$ cat src/rtl/refresh_pkg.sv
package refresh_pkg;
  // strobes passed from slot control to the row datapath
  typedef struct packed {
    logic issue;   // a granted slot is fired this cycle
  } refCtlT;
endpackage

$ cat src/rtl/refresh_ctrl.sv
module refresh_ctrl
  import refresh_pkg::*;
#(
  parameter int ROW_BITS       = 8,
  parameter int SLOTS_PER_LINE = 9,
  parameter int BURST_LINES    = 64,
  parameter int DROP_BITS      = 8
) (
  input  logic                 clk,
  input  logic                 porN,
  input  logic                 lineStart,
  input  logic                 grant,
  input  logic                 burstMode,
  output refCtlT               ctl,
  output logic                 refReq,
  output logic [DROP_BITS-1:0] dropCount
);
  localparam int ROWS     = 1 << ROW_BITS;
  localparam int PEND_MAX = (ROWS > SLOTS_PER_LINE) ? ROWS : SLOTS_PER_LINE;
  localparam int PEND_W   = $clog2(PEND_MAX + 1);
  localparam int LINE_W   = (BURST_LINES > 1) ? $clog2(BURST_LINES) : 1;

  logic [PEND_W-1:0] pending;
  logic [LINE_W-1:0] lineCnt;
  logic              burstActive;

  assign refReq    = (pending != '0);
  assign ctl.issue = refReq & grant & ~lineStart;

  always_ff @(posedge clk or negedge porN) begin
    if (!porN) begin
      pending     <= '0;
      lineCnt     <= '0;
      burstActive <= 1'b0;
      dropCount   <= '0;
    end else if (lineStart) begin
      lineCnt <= (lineCnt == LINE_W'(BURST_LINES - 1)) ? '0 : lineCnt + 1'b1;
      if (!burstActive) begin
        dropCount <= dropCount + DROP_BITS'(pending);
        if (!burstMode) begin
          pending <= PEND_W'(SLOTS_PER_LINE);
        end else if (lineCnt == '0) begin
          pending     <= PEND_W'(ROWS);
          burstActive <= 1'b1;
        end else begin
          pending <= '0;
        end
      end
    end else if (ctl.issue) begin
      pending <= pending - 1'b1;
      if (pending == PEND_W'(1)) burstActive <= 1'b0;
    end
  end

  // drop tally moves only on a line boundary
  p_drop_at_line_r7: assert property (@(posedge clk) disable iff (!porN)
    !lineStart |=> $stable(dropCount));

  // a running burst always keeps its request up
  p_burst_req_r8: assert property (@(posedge clk) disable iff (!porN)
    burstActive |-> refReq);

  // line starts inside a burst drop nothing
  p_burst_no_drop_r8: assert property (@(posedge clk) disable iff (!porN)
    (lineStart && burstActive) |=> $stable(dropCount));
endmodule

$ cat src/rtl/refresh_dp.sv
module refresh_dp
  import refresh_pkg::*;
#(
  parameter int ROW_BITS = 8
) (
  input  logic                clk,
  input  logic                porN,
  input  refCtlT              ctl,
  output logic                refStrobe,
  output logic [ROW_BITS-1:0] rowAddr
);
  logic [ROW_BITS-1:0] rowCnt;

  always_ff @(posedge clk or negedge porN) begin
    if (!porN) begin
      rowCnt    <= '0;
      rowAddr   <= '0;
      refStrobe <= 1'b0;
    end else begin
      refStrobe <= ctl.issue;
      if (ctl.issue) begin
        rowAddr <= rowCnt;
        rowCnt  <= rowCnt + 1'b1;   // natural wrap at the top row
      end
    end
  end

  // back-to-back strobes address successive rows, wrapping
  p_row_step_r4: assert property (@(posedge clk) disable iff (!porN)
    (refStrobe && $past(refStrobe)) |-> rowAddr == ROW_BITS'($past(rowAddr) + 1'b1));

  // address is held between strobes
  p_addr_hold_r3: assert property (@(posedge clk) disable iff (!porN)
    !refStrobe |-> $stable(rowAddr));
endmodule

$ cat src/rtl/refresh_gen.sv
module refresh_gen
  import refresh_pkg::*;
#(
  parameter int ROW_BITS       = 8,
  parameter int SLOTS_PER_LINE = 9,
  parameter int BURST_LINES    = 64,
  parameter int DROP_BITS      = 8
) (
  input  logic                 clk,
  input  logic                 porN,
  input  logic                 lineStart,
  input  logic                 grant,
  input  logic                 burstMode,
  output logic                 refReq,
  output logic                 refStrobe,
  output logic [ROW_BITS-1:0]  rowAddr,
  output logic [DROP_BITS-1:0] dropCount
);
  refCtlT ctl;

  refresh_ctrl #(
    .ROW_BITS(ROW_BITS), .SLOTS_PER_LINE(SLOTS_PER_LINE),
    .BURST_LINES(BURST_LINES), .DROP_BITS(DROP_BITS)
  ) u_ctrl (
    .clk(clk), .porN(porN), .lineStart(lineStart), .grant(grant),
    .burstMode(burstMode), .ctl(ctl), .refReq(refReq), .dropCount(dropCount)
  );

  refresh_dp #(.ROW_BITS(ROW_BITS)) u_dp (
    .clk(clk), .porN(porN), .ctl(ctl), .refStrobe(refStrobe), .rowAddr(rowAddr)
  );

  // every strobe follows a grant
  p_strobe_after_grant_r3: assert property (@(posedge clk) disable iff (!porN)
    refStrobe |-> $past(grant));

  // no strobe from a grant without request or on a line-start cycle
  p_no_idle_strobe_r5: assert property (@(posedge clk) disable iff (!porN)
    refStrobe |-> ($past(refReq) && !$past(lineStart)));
endmodule

$ cat config.mk
export PLATFORM = sky130hd
export DESIGN_NAME = refresh_gen
export DESIGN_NICKNAME = d
export VERILOG_FILES = /design/src/rtl/refresh_pkg.sv /design/src/rtl/refresh_ctrl.sv /design/src/rtl/refresh_dp.sv /design/src/rtl/refresh_gen.sv
export SDC_FILE = /design/constraint.sdc
export NUM_CORES = 1
export LEC_CHECK = 0
export BUFFER_PORTS_ARGS = -buffer_cell sky130_fd_sc_hd__buf_2
export CELL_PAD_IN_SITES_DETAIL_PLACEMENT = 2
export CELL_PAD_IN_SITES_GLOBAL_PLACEMENT = 2
export CORE_ASPECT_RATIO = 0.6
export CORE_MARGIN = 2
export CORE_UTILIZATION = 38
export CTS_BUF_LIST = sky130_fd_sc_hd__clkbuf_8
export CTS_CLUSTER_DIAMETER = 150
export DETAILED_ROUTE_END_ITERATION = 10
export PLACE_DENSITY = 0.93
export SLEW_MARGIN = 20
export SYNTH_ARGS = -nofsm -noshare
export SYNTH_HDL_FRONTEND = slang
export SYNTH_SLANG_ARGS = --single-unit
$ cat constraint.sdc
create_clock -name clk -period 2.75 [get_ports clk]
set_clock_uncertainty 0.1 [all_clocks]
set_input_delay 0.55 -clock clk [delete_from_list [all_inputs] [get_ports clk]]
set_output_delay 0.55 -clock clk [all_outputs]
set_load 0.02 [all_outputs]
==> flow_summary.toml, run 1 <==
[routing]
routed.top_layer = "met4"
drt_iter0_drc = 48
routed-wl-met3_um = 224
via_per_inst = 5.39
wl_per_cell_um = 19.2
met1_length_um = 2910
drt_wl_total_um = 6520
first_pass_iters = 6
met2WireLength_um = 3260
remaining_drc_errors = 0
dr_total_vias = 1827
ant_nets = 0

[worst_setup_path]
cp.required_ns = 2.10
crit_type = "flip-flop to output port"
crit_path_start = "u_ctrl.pending[7]"
critPathMaxFanout = 7
crit_arrival_ns = 1.92
crit_path_start_kind = "flip-flop"
r2r_start = "u_ctrl.pending[1]"
crit_path_end_kind = "output port"

[job]
maxCapViolCount = 0

[die]
start_util_pct = 39.2
fp.dieArea_um2 = 6350
pin_count = 23
num_rows = 21
core_um2 = 5540
die_h_um = 62.5
die_w_um = 102

[outcome]
status = "finished, final reports clean"

[cts]
cts_tree = "built"
htree_levels = 2
path_clk_slew_ns = 0.09
clock_sinks = 41
cts_buffers = 5
cts.path.max_buffers = 2
cts_root_buf = "clkbuf_8"
hold_buffers = 0
clk_latency_ns = 0.31

[sta]
max_slew.worst_pin.slew_ns = 0.601
fin_ws_ns = 0.183
hold_viol = 0
fin_crit_sh_pct = 93.3
period_minus_slack_ns = 2.57
rsz0062_at_grt = "false"
relSlewSlack_pct = 59.9
setup_viol = 0
max_freq_mhz = 390
slew_viol_final = 0
fin_setup_tns_ns = 0

[placement]
port_buffers = 22
place_ws_ns = 0.310
routabilityCongestion = 0.834
hpwl_um = 4780

[finish]
area_delta_synth_final_pct = 14.2
diodes = 0
drive_above_1_share_pct = 15.4
nets = 277

[pwr]
power_frac_seq_pct = 40.5
leakage_nw = 1.17
irDropWorstVdd_uv = 362
clkPwrFrac_pct = 14.2
p_comb_share_pct = 45.3
powerDensity_nw_per_um2 = 1150
power.total_mw = 2.86
p_sw_mw = 1.34
swShare_pct = 46.8
cell_internal_pwr_mw = 1.52

[logic_synthesis]
synth_area_um2 = 2170
synth.distinct_cells = 42
synth-main-ff-cell = "dfrtp_1"
synth_cells = 230
synthArstFlopShare_pct = 100
synth-edff-count = 0
syn-num-nets = 249
ys_warn_count = 0
avgSynthCellArea_um2 = 9.44
synth_seq_cells = 41
yosysSeqAreaShare_pct = 47.3

[global_route]
grt_first_pass_wirelength_um = 11000
grt_max_degree = 26
grt_pass1_vias = 2041
track_usage_pct = 22.9
antenna_found_initial = 0
gr-total-overflow = 0

[min_path]
hp-class = "input pin to asynchronous set/reset pin"
==> registers in the layout, indices dropped and copies added, names as in the netlist <==
register            count
u_dp.rowCnt             8
u_dp.refStrobe          1
u_ctrl.pending          9
u_dp.rowAddr            8
u_ctrl.lineCnt          6
u_ctrl.dropCount        8
u_ctrl.burstActive      1
==> cell type report <==
cell class / count / area [µm²]
well taps: 80 / 100
flip-flops and latches: 41 / 1030
inverters: 10 / 37.5
fillers: 625 / 3070
clock buffers: 5 / 68.8
repair buffers: 27 / 148
multi-input cells: 173 / 1080
clock inverters: 3 / 17.5
==> metrics by stage <==
step | instances | hold WS, ns | util (%) | area, µm²
finish | 339 | 0.136 | 44.7 | 2480
global route | 339 | 0.171 | 44.7 | 2480
CTS | 339 | 0.159 | 44.5 | 2470
detailed placement | 331 | 0.364 | 43.0 | 2380
global placement | 331 | 0.351 | 43.0 | 2380
floorplan | 230 | 0.154 | - | 2170
==> cell usage in the layout, fill, tap and decap left out, types with 2 or more instances in the layout <==
cell type,count
a211oi_1,3
a21oi_1,8
a31oi_1,2
and3_1,2
and4b_1,2
buf_2,22
buf_4,5
clkbuf_8,5
clkinv_2,2
dfrtp_1,41
ha_1,13
inv_1,9
nand2_1,53
nand2b_1,2
nand3_1,7
nand4_1,5
nor2_1,14
nor2b_1,2
nor3_1,2
o21a_1,2
o21ai_0,19
o31ai_1,3
or4_1,2
xnor2_1,11
xor2_1,5
==> cells by family after synthesis <==
family | Yosys count | share of synthesized area (%)
xor+xnor | 16 | 6.46
simple gates | 98 | 21.6
mux | 1 | 0.461
buf+inv | 16 | 3.34
compound gates | 44 | 12.5
flops | 41 | 47.3
fa+ha+maj | 14 | 8.42
==> metal layers <==
metal,vias to the layer above,global-route usage [%]
li1,847,-
met1,937,29.8
met2,32,38.7
met3,11,4.14
met4,0,6.76
met5,-,0
==> worst paths after layout <==
path / end / slack (ns) / cells after the start
setup / recovery: refReq / 0.18 / 4
hold / removal: u_ctrl.pending[4] / 0.14 / 1
setup reg to reg: u_ctrl.pending[5] / 0.29 / 8
hold reg to reg: u_ctrl.dropCount[7] / 0.36 / 1
max in group asynchronous: u_dp.rowCnt[0] / 1.82 / 2
min in group clk: u_ctrl.dropCount[7] / 0.36 / 1
==> repair_timing <==
item	CTS	global route
resized for setup	0	1
endpoints found under the setup margin	0	1
setup buffers	0	0
==> power groups by stage <==
stage / clock [mW] / sequential [mW] / combinational (mW)
2_1_floorplan: 0 / 1.17 / 0.789
3_3_place_gp: 0 / 1.12 / 1.17
3_5_place_dp: 0 / 1.15 / 1.28
4_1_cts: 0.419 / 1.15 / 1.31
5_1_grt: 0.454 / 1.20 / 1.47
6_report: 0.406 / 1.16 / 1.29
==> worst max-delay path, cell delays in order (launching register included) <==
cell     delay [ns]
dfrtp_1        0.47
or4_4          0.62
nor4_4         0.25
nand2_1        0.09
buf_2          0.17
==> Yosys cell counts (2+ instances only) <==
library cell	number	area share, %
nand2_1	53	9.2
dfrtp_1	41	47
o21ai_0	19	4.4
nor2_1	14	2.4
ha_1	13	7.5
xnor2_1	11	4.4
inv_1	9	1.6
a21oi_1	8	1.8
nand3_1	7	1.6
nand4_1	5	1.4
xor2_1	5	2.0
a211oi_1	3	1.0
clkbuf_1	3	0.52
o31ai_1	3	1.0
a31oi_1	2	0.58
and3_1	2	0.58
and4b_1	2	0.92
nand2b_1	2	0.58
nor2b_1	2	0.58
nor3_1	2	0.46
o21a_1	2	0.69
or4_1	2	0.69
No activity file was read; power rests on OpenSTA's default activity.
==> run 2: changes to the inputs <==
- RECOVER_POWER: unset -> 25
==> run 2 against run 1 <==
Against the previous run: register-to-register slack is essentially flat; utilization down 0.090 points; first-iteration DRC count down 2.1%; routed wire length about the same; maximum frequency about the same; critical path depth is the same; largest cell class unchanged.
==> flow_summary.toml, run 2 (same netlist as run 1, synthesis figures left out) <==
[sta]
setup_viol = 0
fin_crit_sh_pct = 93.3
rsz0062_at_grt = "false"
hold_viol = 0
slew_viol_final = 0
max_slew.worst_pin.slew_ns = 1.43
relSlewSlack_pct = 4.50
fin_setup_tns_ns = 0
max_freq_mhz = 390
period_minus_slack_ns = 2.57

[worst_setup_path]
crit_type = "flip-flop to output port"
cp.required_ns = 2.10
crit_path_start_kind = "flip-flop"
crit_path_end_kind = "output port"
critical_path.reg2reg.endpoint = "u_ctrl.pending[5]"
r2r_start = "u_ctrl.pending[1]"
crit_arrival_ns = 1.92
reg2reg_depth = 8
r2r_slack_ns = 0.29
critPathMaxFanout = 7

[cts]
path_clk_slew_ns = 0.09
cts_tree = "built"
clock_sinks = 41
htree_levels = 2
cts_buffers = 5
clk_latency_ns = 0.31
cts.path.max_buffers = 2
cts_root_buf = "clkbuf_8"
hold_buffers = 0

[placement]
dpl_cell_area_um2 = 2380
routabilityCongestion = 0.834
port_buffers = 22
hpwl_um = 4780

[pwr]
p_sw_mw = 1.34
irDropWorstVdd_uv = 362
leakage_nw = 1.16
p_comb_share_pct = 45.3
swShare_pct = 46.8
clkPwrFrac_pct = 14.2
power_frac_seq_pct = 40.5
cell_internal_pwr_mw = 1.52
powerDensity_nw_per_um2 = 1150

[die]
num_rows = 21
die_w_um = 102
core_um2 = 5540
die_h_um = 62.5
pin_count = 23
start_util_pct = 39.2
fp.dieArea_um2 = 6350

[routing]
wl_per_cell_um = 19.2
drt_iter0_drc = 47
ant_nets = 0
first_pass_iters = 6
via_per_inst = 5.39
drt_wl_total_um = 6510
remaining_drc_errors = 0
dr_total_vias = 1827

[global_route]
grt_max_degree = 26
gr-total-overflow = 0
antenna_found_initial = 0
grt_first_pass_wirelength_um = 11000
grt_pass1_vias = 2041
track_usage_pct = 22.9

[finish]
final_common_cell = "nand2_1"
drive_above_1_share_pct = 14.7
layout_common_cells = "53 x nand2_1, 41 x dfrtp_1, 21 x buf_2"
largest_register_ffs = 9
postLayoutCellArea_um2 = 2470
diodes = 0
area_delta_synth_final_pct = 13.9
nets = 277
regMostFlops = "u_ctrl.pending"

[min_path]
hp-class = "flip-flop to flip-flop"
hold_depth = 1
hold_end = "u_ctrl.dropCount[7]"
min-delay-start = "u_ctrl.dropCount[7]"

[outcome]
status = "finished, final reports clean"

[job]
maxCapViolCount = 0
[run 2: power groups by stage]
| stage | Sequential (mW) | Clock (mW) | Combinational, mW |
|---|---|---|---|
| 2_1_floorplan | 1.17 | 0 | 0.789 |
| 3_3_place_gp | 1.12 | 0 | 1.17 |
| 3_5_place_dp | 1.15 | 0 | 1.28 |
| 4_1_cts | 1.15 | 0.419 | 1.31 |
| 5_1_grt | 1.20 | 0.454 | 1.47 |
| 6_report | 1.16 | 0.406 | 1.29 |
[run 2: worst max path at each step]
stage | to | slack, ns | from
CTS | refReq | 0.07 | u_ctrl.pending[7]
finish | refReq | 0.18 | u_ctrl.pending[7]
global route | u_ctrl.pending[5] | 0.08 | u_ctrl.pending[0]
global placement | refReq | 0.49 | u_ctrl.pending[7]
detailed placement | u_ctrl.pending[7] | 0.31 | u_ctrl.pending[1]
floorplan | u_dp.rowAddr[2] | 0.62 | u_ctrl.pending[1]
[run 2: what timing repair did]
item                                    4_1_cts  5_1_grt
setup buffers                                 0        0
endpoints found under the setup margin        0        1
gates resized for setup                       0        1
[run 2: through the flow]
step	std cells	worst slack [ns]	utilization (%)	hold slack, ns	total power [mW]
after global placement	331	0.485	43.0	0.351	2.29
after floorplan	230	0.622	-	0.154	1.96
final	339	0.184	44.6	0.365	2.85
after CTS	339	0.0654	44.5	0.159	2.87
after detailed placement	331	0.310	43.0	0.364	2.44
after global routing	339	0.0760	44.6	0.410	3.12
[run 2: layout make-up]
class,count,area (µm²)
clock buffer,5,68.8
clock inverter,3,17.5
fill,625,3070
inverter,10,37.5
multi-input combinational,173,1080
sequential,41,1030
tap,80,100
timing repair buffer,27,143
[run 2: layer usage]
metal  track usage, %  share of wire (%)
met5                0                  0
met4             6.76                1.8
met3             4.14                3.4
met2             38.7                 50
met1             29.8                 45
[run 2: critical path, stage by stage, from the launching register on]
cell and delay (ns):
dfrtp_1 0.47, or4_4 0.62, nor4_4 0.25, nand2_1 0.09, buf_2 0.17
